File: src/rtl/fan_lut_pkg.sv
package fan_lut_pkg;

  localparam int DUTY_W = 8;
  localparam logic [DUTY_W-1:0] DUTY_FULL = '1;

  // larger of two duty values
  function automatic logic [DUTY_W-1:0] duty_max(input logic [DUTY_W-1:0] a,
                                                 input logic [DUTY_W-1:0] b);
    return (a > b) ? a : b;
  endfunction

  // clear the half-degree bit when coarse resolution is selected
  function automatic logic [15:0] round_temp(input logic [15:0] t, input logic coarse);
    logic [15:0] r;
    r = t;
    if (coarse) r[0] = 1'b0;
    return r;
  endfunction

  // threshold of one step: base plus offset, one bit wider than the base
  function automatic logic [16:0] step_threshold(input logic [15:0] base,
                                                 input logic [15:0] off);
    return {1'b0, base} + {1'b0, off};
  endfunction

endpackage

File: src/rtl/lut_step_tracker.sv
module lut_step_tracker
  import fan_lut_pkg::*;
#(
  parameter int NSTEPS = 13,
  parameter int TW     = 10,
  parameter int OW     = 6,
  parameter int HW     = 4,
  parameter int SW     = $clog2(NSTEPS + 1)
) (
  input  logic                 clk,
  input  logic                 rst_n,
  input  logic [TW-1:0]        t_eff,
  input  logic [TW-1:0]        base_temp,
  input  logic [NSTEPS*OW-1:0] step_offset,
  input  logic [HW-1:0]        step_hyst,
  output logic [SW-1:0]        cur_step,
  output logic [SW-1:0]        rise_step,
  output logic [SW-1:0]        fall_step
);

  localparam int XW = TW + 1;

  logic [XW-1:0]     thr [NSTEPS];
  logic [NSTEPS-1:0] hit_rise;
  logic [NSTEPS-1:0] hit_fall;
  logic [XW-1:0]     t_wide;
  logic [XW-1:0]     t_plus_h;
  logic [SW-1:0]     next_step;

  assign t_wide   = {1'b0, t_eff};
  assign t_plus_h = t_wide + XW'(step_hyst);

  generate
    for (genvar g = 0; g < NSTEPS; g++) begin : g_thr
      logic [16:0] full_thr;
      assign full_thr    = step_threshold(16'(base_temp), 16'(step_offset[g*OW +: OW]));
      assign thr[g]      = full_thr[XW-1:0];
      assign hit_rise[g] = (t_wide >= thr[g]);
      assign hit_fall[g] = (t_plus_h >= thr[g]);
    end
  endgenerate

  // highest hit index for each comparison set
  always_comb begin
    rise_step = '0;
    fall_step = '0;
    for (int k = 0; k < NSTEPS; k++) begin
      if (hit_rise[k]) rise_step = SW'(k + 1);
      if (hit_fall[k]) fall_step = SW'(k + 1);
    end
  end

  always_comb begin
    if (rise_step > cur_step)      next_step = rise_step;
    else if (fall_step < cur_step) next_step = fall_step;
    else                           next_step = cur_step;
  end

  always_ff @(posedge clk or negedge rst_n) begin
    if (!rst_n) cur_step <= '0;
    else        cur_step <= next_step;
  end

endmodule

File: src/rtl/boost_ctrl.sv
module boost_ctrl #(
  parameter int TW  = 10,
  parameter int BHW = 5,
  parameter int CW  = 8
) (
  input  logic           clk,
  input  logic           rst_n,
  input  logic [TW-1:0]  t_eff,
  input  logic [TW-1:0]  boost_temp,
  input  logic [BHW-1:0] boost_hyst,
  input  logic           tach_fault,
  input  logic           ms_tick,
  input  logic [CW-1:0]  hold_ms,
  output logic           temp_boost,
  output logic [CW-1:0]  hold_cnt,
  output logic           tach_boost,
  output logic           boost_any
);

  localparam int XW = TW + 1;

  logic boost_set;
  logic boost_clr;
  logic [XW-1:0] t_plus_bh;

  assign t_plus_bh = {1'b0, t_eff} + XW'(boost_hyst);
  assign boost_set = (t_eff >= boost_temp);
  assign boost_clr = (t_plus_bh < {1'b0, boost_temp});

  always_ff @(posedge clk or negedge rst_n) begin
    if (!rst_n)         temp_boost <= 1'b0;
    else if (boost_set) temp_boost <= 1'b1;
    else if (boost_clr) temp_boost <= 1'b0;
  end

  always_ff @(posedge clk or negedge rst_n) begin
    if (!rst_n)                          hold_cnt <= '0;
    else if (tach_fault)                 hold_cnt <= hold_ms;
    else if (ms_tick && hold_cnt != '0)  hold_cnt <= hold_cnt - 1'b1;
  end

  assign tach_boost = tach_fault || (hold_cnt != '0);
  assign boost_any  = temp_boost || tach_boost;

endmodule

File: src/rtl/duty_merge.sv
module duty_merge
  import fan_lut_pkg::*;
#(
  parameter int NSTEPS = 13,
  parameter int SW     = $clog2(NSTEPS + 1)
) (
  input  logic [SW-1:0]            cur_step,
  input  logic [NSTEPS*DUTY_W-1:0] step_duty,
  input  logic [DUTY_W-1:0]        min_duty,
  input  logic [DUTY_W-1:0]        pi_duty,
  input  logic                     boost,
  output logic [DUTY_W-1:0]        table_duty,
  output logic [DUTY_W-1:0]        duty
);

  logic [DUTY_W-1:0] raw_duty;

  always_comb begin
    raw_duty = '0;
    for (int k = 1; k <= NSTEPS; k++) begin
      if (cur_step == SW'(k)) raw_duty = step_duty[(k-1)*DUTY_W +: DUTY_W];
    end
  end

  assign table_duty = duty_max(raw_duty, min_duty);
  assign duty       = boost ? DUTY_FULL : duty_max(table_duty, pi_duty);

endmodule

File: src/rtl/fan_lut_duty.sv
module fan_lut_duty
  import fan_lut_pkg::*;
#(
  parameter int NSTEPS = 13,
  parameter int TW     = 10,
  parameter int OW     = 6,
  parameter int HW     = 4,
  parameter int BHW    = 5,
  parameter int CW     = 8
) (
  input  logic                     clk,
  input  logic                     rst_n,
  input  logic [TW-1:0]            temp,
  input  logic                     coarse_res,
  input  logic [TW-1:0]            base_temp,
  input  logic [NSTEPS*OW-1:0]     step_offset,
  input  logic [NSTEPS*DUTY_W-1:0] step_duty,
  input  logic [DUTY_W-1:0]        min_duty,
  input  logic [HW-1:0]            step_hyst,
  input  logic [TW-1:0]            boost_temp,
  input  logic [BHW-1:0]           boost_hyst,
  input  logic [DUTY_W-1:0]        pi_duty,
  input  logic                     tach_fault,
  input  logic                     ms_tick,
  input  logic [CW-1:0]            hold_ms,
  output logic [DUTY_W-1:0]        duty
);

  localparam int SW = $clog2(NSTEPS + 1);

  logic [15:0]       t_round;
  logic [TW-1:0]     t_eff;
  logic [SW-1:0]     cur_step;
  logic [SW-1:0]     rise_step;
  logic [SW-1:0]     fall_step;
  logic              temp_boost;
  logic              tach_boost;
  logic              boost_any;
  logic [CW-1:0]     hold_cnt;
  logic [DUTY_W-1:0] table_duty;

  assign t_round = round_temp(16'(temp), coarse_res);
  assign t_eff   = t_round[TW-1:0];

  lut_step_tracker #(
    .NSTEPS(NSTEPS), .TW(TW), .OW(OW), .HW(HW), .SW(SW)
  ) u_steps (
    .clk        (clk),
    .rst_n      (rst_n),
    .t_eff      (t_eff),
    .base_temp  (base_temp),
    .step_offset(step_offset),
    .step_hyst  (step_hyst),
    .cur_step   (cur_step),
    .rise_step  (rise_step),
    .fall_step  (fall_step)
  );

  boost_ctrl #(
    .TW(TW), .BHW(BHW), .CW(CW)
  ) u_boost (
    .clk       (clk),
    .rst_n     (rst_n),
    .t_eff     (t_eff),
    .boost_temp(boost_temp),
    .boost_hyst(boost_hyst),
    .tach_fault(tach_fault),
    .ms_tick   (ms_tick),
    .hold_ms   (hold_ms),
    .temp_boost(temp_boost),
    .hold_cnt  (hold_cnt),
    .tach_boost(tach_boost),
    .boost_any (boost_any)
  );

  duty_merge #(
    .NSTEPS(NSTEPS), .SW(SW)
  ) u_merge (
    .cur_step  (cur_step),
    .step_duty (step_duty),
    .min_duty  (min_duty),
    .pi_duty   (pi_duty),
    .boost     (boost_any),
    .table_duty(table_duty),
    .duty      (duty)
  );

endmodule

File: config.mk
export PLATFORM = sky130hd
export DESIGN_NAME = fan_lut_duty
export DESIGN_NICKNAME = d
export VERILOG_FILES = /design/src/rtl/fan_lut_pkg.sv /design/src/rtl/lut_step_tracker.sv /design/src/rtl/boost_ctrl.sv /design/src/rtl/duty_merge.sv /design/src/rtl/fan_lut_duty.sv
export SDC_FILE = /design/constraint.sdc
export NUM_CORES = 1
export LEC_CHECK = 0
export BUFFER_PORTS_ARGS = -buffer_cell sky130_fd_sc_hd__buf_2
export CAP_MARGIN = 20
export CORE_ASPECT_RATIO = 1.5
export CORE_UTILIZATION = 50
export CTS_BUF_LIST = sky130_fd_sc_hd__clkbuf_8
export CTS_CLUSTER_SIZE = 12
export DETAILED_ROUTE_END_ITERATION = 8
export GPL_ROUTABILITY_DRIVEN = 1
export PLACE_DENSITY = 0.74
export SYNTH_ARGS = -nofsm -noshare
export SYNTH_HDL_FRONTEND = slang
export SYNTH_SLANG_ARGS = --single-unit
File: constraint.sdc
create_clock -name clk -period 13.8 [get_ports clk]
set_clock_uncertainty 0.2 [all_clocks]
set_input_delay 2.76 -clock clk [delete_from_list [all_inputs] [get_ports clk]]
set_output_delay 2.76 -clock clk [all_outputs]
set_load 0.02 [all_outputs]
* Yosys cells after proc, flatten, opt, wreduce, memory -nomap -nowiden *
Index checks and enable logic that the tools add are counted.

operators by class
  equal/unequal tests = 13
  reduce and logical (&&, ||, !) cells = 7
  muxes and demuxes = 49
  add/subtract/negate cells = 16
  order comparisons = 32

operator list
  operator                                              count
  2-to-1 mux 8 bit                                      18
  adder 10 x 6 -> 11 bit                                13
  >= comparator 10 x 11 -> 1 bit                        13
  >= comparator 11 bit                                  13
  2-to-1 mux 4 bit                                      14
  equality test 4 bit (second input constant)           6
  2-to-1 mux 3 bit                                      8
  equality test 4 x 3 -> 1 bit (second input constant)  4
  greater-than comparator 8 bit                         2
  adder 10 x 4 -> 11 bit                                1
  adder 10 x 5 -> 11 bit                                1
  < comparator 11 x 10 -> 1 bit                         1
  >= comparator 10 bit                                  1
  equality test 4 x 2 -> 1 bit (second input constant)  2
  2-to-1 mux 2 bit                                      4
  nonzero test 8 bit                                    1
  subtractor 8 x 1 -> 8 bit (second input constant)     1
  nonzero test 2 bit                                    3
  2-to-1 mux 1 bit                                      5
  equality test 4 x 1 -> 1 bit (second input constant)  1
  greater-than comparator 4 bit                         1
  < comparator 4 bit                                    1
  logical OR 1 bit                                      2
  logical AND 1 bit                                     1

storage, ports and cells
  logic and storage cells = 120
  bits in registers = 13
  input bits = 250
  output and inout bits = 8

* Depth between registers and ports, before layout *
  word-level depth = 19
  mapped depth = 30
  mapped depth without buffers = 28

* Modules after synthesis *
A second synthesis with hierarchy kept.

second synthesis, totals
  cells, all modules = 1,669
  area, all modules = 13,426.6 um^2

modules (own cells, without submodules)
  module            cells each  area each (um^2)  sequential area each (um^2)  instances
  lut_step_tracker  1,234       10,148.5          100.1                        1
  duty_merge        275         1,939.4           0.0                          1
  boost_ctrl        159         1,325.0           225.2                        1
  fan_lut_duty      1           13.8              0.0                          1

* Least setup slack after synthesis *
Ideal clock, no wire load.

  path kind = input to output
  from = in step_duty[49]
  to = out duty[2]
  arrival = 7,208 ps
  path slack = 3,632 ps
  cell stages on the path = 26
  required time = 10,840 ps
  buffers on the path = 2
  cells stage by stage = mux4_2 -> a21oi_1 -> a21oi_1 -> o22ai_1 -> a31oi_1 -> ha_1 -> nor2b_1 -> o21a_1 -> o21ai_0 -> nand2b_1 -> a21oi_1 -> o21ai_0 -> o21ai_1 -> clkbuf_1 -> mux2_2 -> ha_1 -> nor2b_1 -> o21a_1 -> o21ai_0 -> nand2b_1 -> a21oi_1 -> o21ai_0 -> o21ai_0 -> clkbuf_1 -> mux2i_1 -> nand2_1

between the ends
  cells in the longest elaborated chain, start to end = 12

ends and longest elaborated chain
  what                                RTL line            RTL
  from (decl)                         fan_lut_duty.sv:17  input logic [NSTEPS*DUTY_W-1:0] step_duty,
  2-to-1 mux 8 bit (*) (7 in series)  duty_merge.sv:21    if (cur_step == SW'(k)) raw_duty = step_duty[(k-1)*DUTY_W +: DUTY_W];
  greater-than comparator 8 bit       fan_lut_pkg.sv:9    return (a > b) ? a : b;
  2-to-1 mux 8 bit (*)                fan_lut_pkg.sv:9
  greater-than comparator 8 bit       fan_lut_pkg.sv:9
  2-to-1 mux 8 bit (*)                fan_lut_pkg.sv:9
  2-to-1 mux 8 bit (*)                duty_merge.sv:26    assign duty = boost ? DUTY_FULL : duty_max(table_duty, pi_duty);
  to (decl)                           fan_lut_duty.sv:26  output logic [DUTY_W-1:0] duty

Mark *: on every way between the ends. The rest lies on a longest branch, timed or not.

* Worst setup path in the final report *
  from = in step_duty[49]
  to = out duty[7]

Same word-level chain as after synthesis.

==> impl_metrics.json <==
{
  "status": "complete, no violations",
  "setup_tns_ns": 0,
  "io_buffers": 257,
  "fp.coreArea_um2": 24500,
  "row_count": 70,
  "r2r-start": "u_steps.cur_step[2]",
  "timing.slew.headroom_pct": 29.3,
  "holdPathStages": 2,
  "grt_usage_pct": 31.9,
  "ys_warn_count": 0,
  "place_hpwl_mm": 32.7,
  "p_leak_nw": 7.34,
  "p_seq_share_pct": 5.8,
  "synthFlopType": "dfrtp_1",
  "drt-wirelength-per-cell_um": 19.3,
  "design_area_um2": 14300,
  "finalHoldWorstSlack_ns": 0.370,
  "period_share_pct": 76.4,
  "wl_mm": 41.3,
  "antenna_left": 0,
  "cts_hold_buf": 0,
  "syn_area_per_cell_um2": 8.03,
  "grt_max_degree": 31,
  "drc": 0,
  "place.gp.congestion": 0.981,
  "start_kind": "input pin",
  "clock_sinks": 13,
  "synthXorXnorAreaFrac_pct": 8.72,
  "muxShareOfSynthArea_pct": 3.66,
  "power-per-cell-area_nw_per_um2": 92.4,
  "drtIter0Drc": 466,
  "clk_pin_slew_ns": 0.06,
  "min_to": "u_boost.hold_cnt[1]",
  "fin_crit_ns": 10.55,
  "critPathKind": "in2out",
  "cts.htree.levels": 1,
  "maxCapViolCount": 0,
  "grt_pass1_wl_mm": 65.2,
  "cp.required_ns": 10.84,
  "yosysSeqAreaShare_pct": 2.59,
  "cts_setup_buffers": 0,
  "syn_to_final_growth_pct": 14.1,
  "die_x_um": 131,
  "die_area_um2": 25700,
  "dr.pass1.iters": 5,
  "drive_gt1_share_pct": 17.0,
  "synth_top_family_by_area": "adder cells",
  "crit_arrival_ns": 7.59,
  "slew_violations": 0,
  "rsz0062_at_grt": "false",
  "via_per_inst": 6.04,
  "sw_frac_of_total_pct": 55.0,
  "cts_tree": "built",
  "io_pins": 258,
  "root_buffer": "clkbuf_8",
  "async_flop_share_pct": 100,
  "crit_fanout": 12,
  "pwr-share-clk_pct": 2.6,
  "start_util_pct": 51.1,
  "fin_util_pct": 58.3,
  "yosysTopAreaCellShare_pct": 39.6,
  "p_sw_w": 0.000726,
  "total_power_w": 0.00132,
  "rrSetupSlack_ns": 10.49,
  "vias": 12902,
  "combPwrFrac_pct": 91.6,
  "crit_path_end_kind": "output port",
  "synth_compound_area_share_pct": 25.0,
  "ys_ff_latch": 13,
  "vdd_drop_max_mv": 0.0759,
  "netlist_top_cells_area": "ha_1 (40%), a21oi_1 (5.4%), xor2_1 (4.5%), xnor2_1 (4.1%), o21ai_0 (3.9%)",
  "cts-resized-gates": 0,
  "yosys.area_share.adder_pct": 42.3,
  "synth_edf_count": 0,
  "power.internal_w": 0.000595,
  "synth_cells": 1561,
  "worst_r2r_endpoint": "u_steps.cur_step[2]",
  "ys_top_cells_by_count": "ha_1 (397), a21oi_1 (136), inv_1 (104)",
  "placed_area_um2": 14300,
  "r2r_cells": 5,
  "cts_buffer_depth": 2,
  "yosys.area_share.simple_pct": 13.7,
  "yosysTopAreaCell": "ha_1",
  "synth_nets": 2223,
  "synthMostInstantiatedCell": "ha_1",
  "die_h_um": 196,
  "max_freq_mhz": 94.8,
  "syn_area_um2": 12500,
  "clock_latency_ns": 0.25,
  "antenna_found_initial": 1,
  "cts_buffers": 3,
  "worstMarginPinSlew_ns": 1.06,
  "hold_viol": 0,
  "finalSetupViolCount": 0,
  "overflow": 0,
  "min_path_type": "reg2reg",
  "finalNetCount": 2474,
  "grt_pass1_vias": 13208,
  "min_from": "u_boost.hold_cnt[1]",
  "synth_cell_types": 76
}
-- per-layer routing --
metal | GRT usage (%) | wire length, um | vias to the layer above
met4 | 23.7 | 3240 | 0
met1 | 30.2 | 14800 | 5955
met3 | 4.32 | 2030 | 155
li1 | - | - | 6324
met5 | 0 | 0 | -
met2 | 62.0 | 21200 | 468
-- area by class of cell --
type	instances	area, um^2
Fill cell	2292	10200
Tap cell	324	405
Clock inverter	1	3.75
Antenna cell	1	2.50
Inverter	104	390
Timing Repair Buffer	275	1420
Multi-Input combinational cell	1415	11700
Sequential cell	13	327
Clock buffer	3	41.3
-- sequential cells by signal, summed over array words and instances, names as in the netlist --
signal,count
u_boost.hold_cnt,8
u_steps.cur_step,4
u_boost.temp_boost,1
-- power by group through the flow --
stage	registers, W	clock network, W	logic (W)
2_1_floorplan	0.0000530	0	0.000895
3_5_place_dp	0.0000766	0	0.00120
6_report	0.0000762	0.0000349	0.00121
3_3_place_gp	0.0000771	0	0.00116
4_1_cts	0.0000759	0.0000354	0.00121
5_1_grt	0.0000779	0.0000372	0.00136
-- critical path, cell delays in order --
cell      delay [ns]
buf_2           0.14
mux4_2          0.46
a21oi_1         0.16
a21oi_1         0.05
o22ai_1         0.20
a31oi_1         0.15
ha_1            0.31
nor2b_1         0.13
o21a_1          0.15
o21ai_0         0.15
nand2b_1        0.07
a21oi_1         0.13
o21ai_0         0.08
o21ai_1         0.44
mux2_2          0.44
ha_1            0.28
nor2b_1         0.13
o21a_1          0.16
o21ai_0         0.13
nand2b_1        0.08
a21oi_1         0.13
o21ai_0         0.08
o21ai_0         0.07
buf_4           0.21
mux2i_1         0.20
nand2_1         0.07
buf_2           0.20
-- worst max path at each step --
stage / start / slack [ns] / endpoint
CTS: step_duty[49] / 3.27 / duty[7]
detailed placement: step_duty[49] / 3.28 / duty[7]
floorplan: step_duty[49] / 3.63 / duty[2]
finish: step_duty[49] / 3.25 / duty[7]
global route: step_duty[49] / 2.87 / duty[2]
global placement: step_duty[49] / 3.33 / duty[2]
-- through the flow --
step	setup slack, ns	instances
detailed placement	3.28	2131
global route	2.87	2136
finish	3.25	2136
floorplan	3.63	1561
CTS	3.27	2135
global placement	3.33	2131
-- cell usage in the layout (no fill, tap or decap), types with 9 or more instances in the layout --
cell type | netlist | layout
ha_1 | 397 | 397
buf_2 | 4 | 257
a21oi_1 | 136 | 136
inv_1 | 104 | 105
o21ai_0 | 98 | 98
nor2_1 | 88 | 88
nand2_1 | 81 | 81
xor2_1 | 65 | 65
xnor2_1 | 58 | 57
a21o_1 | 56 | 56
nand3_1 | 46 | 46
nand2b_1 | 40 | 40
nor2b_1 | 34 | 34
o21ai_1 | 23 | 23
mux2i_1 | 23 | 23
o21bai_1 | 22 | 22
o21a_1 | 21 | 21
buf_4 | 0 | 18
a211oi_1 | 17 | 17
nor3_1 | 16 | 16
fa_1 | 15 | 15
o211ai_1 | 14 | 14
a31oi_1 | 12 | 12
dfrtp_1 | 13 | 12
and3_1 | 11 | 11
a221oi_1 | 9 | 9
-- kinds of logic (layout without fill, tap and decap cells) --
logic type,Yosys count,in the layout
AOI/OAI and AO/OA,487,487
buffers and inverters,133,383
adders and majority gates,415,415
muxes,37,37
DFF,13,13
and+or+nand+nor,352,352
other,0,1
xor gates and xnor gates,124,124
Note: power is estimated with default switching activity, not from simulation.
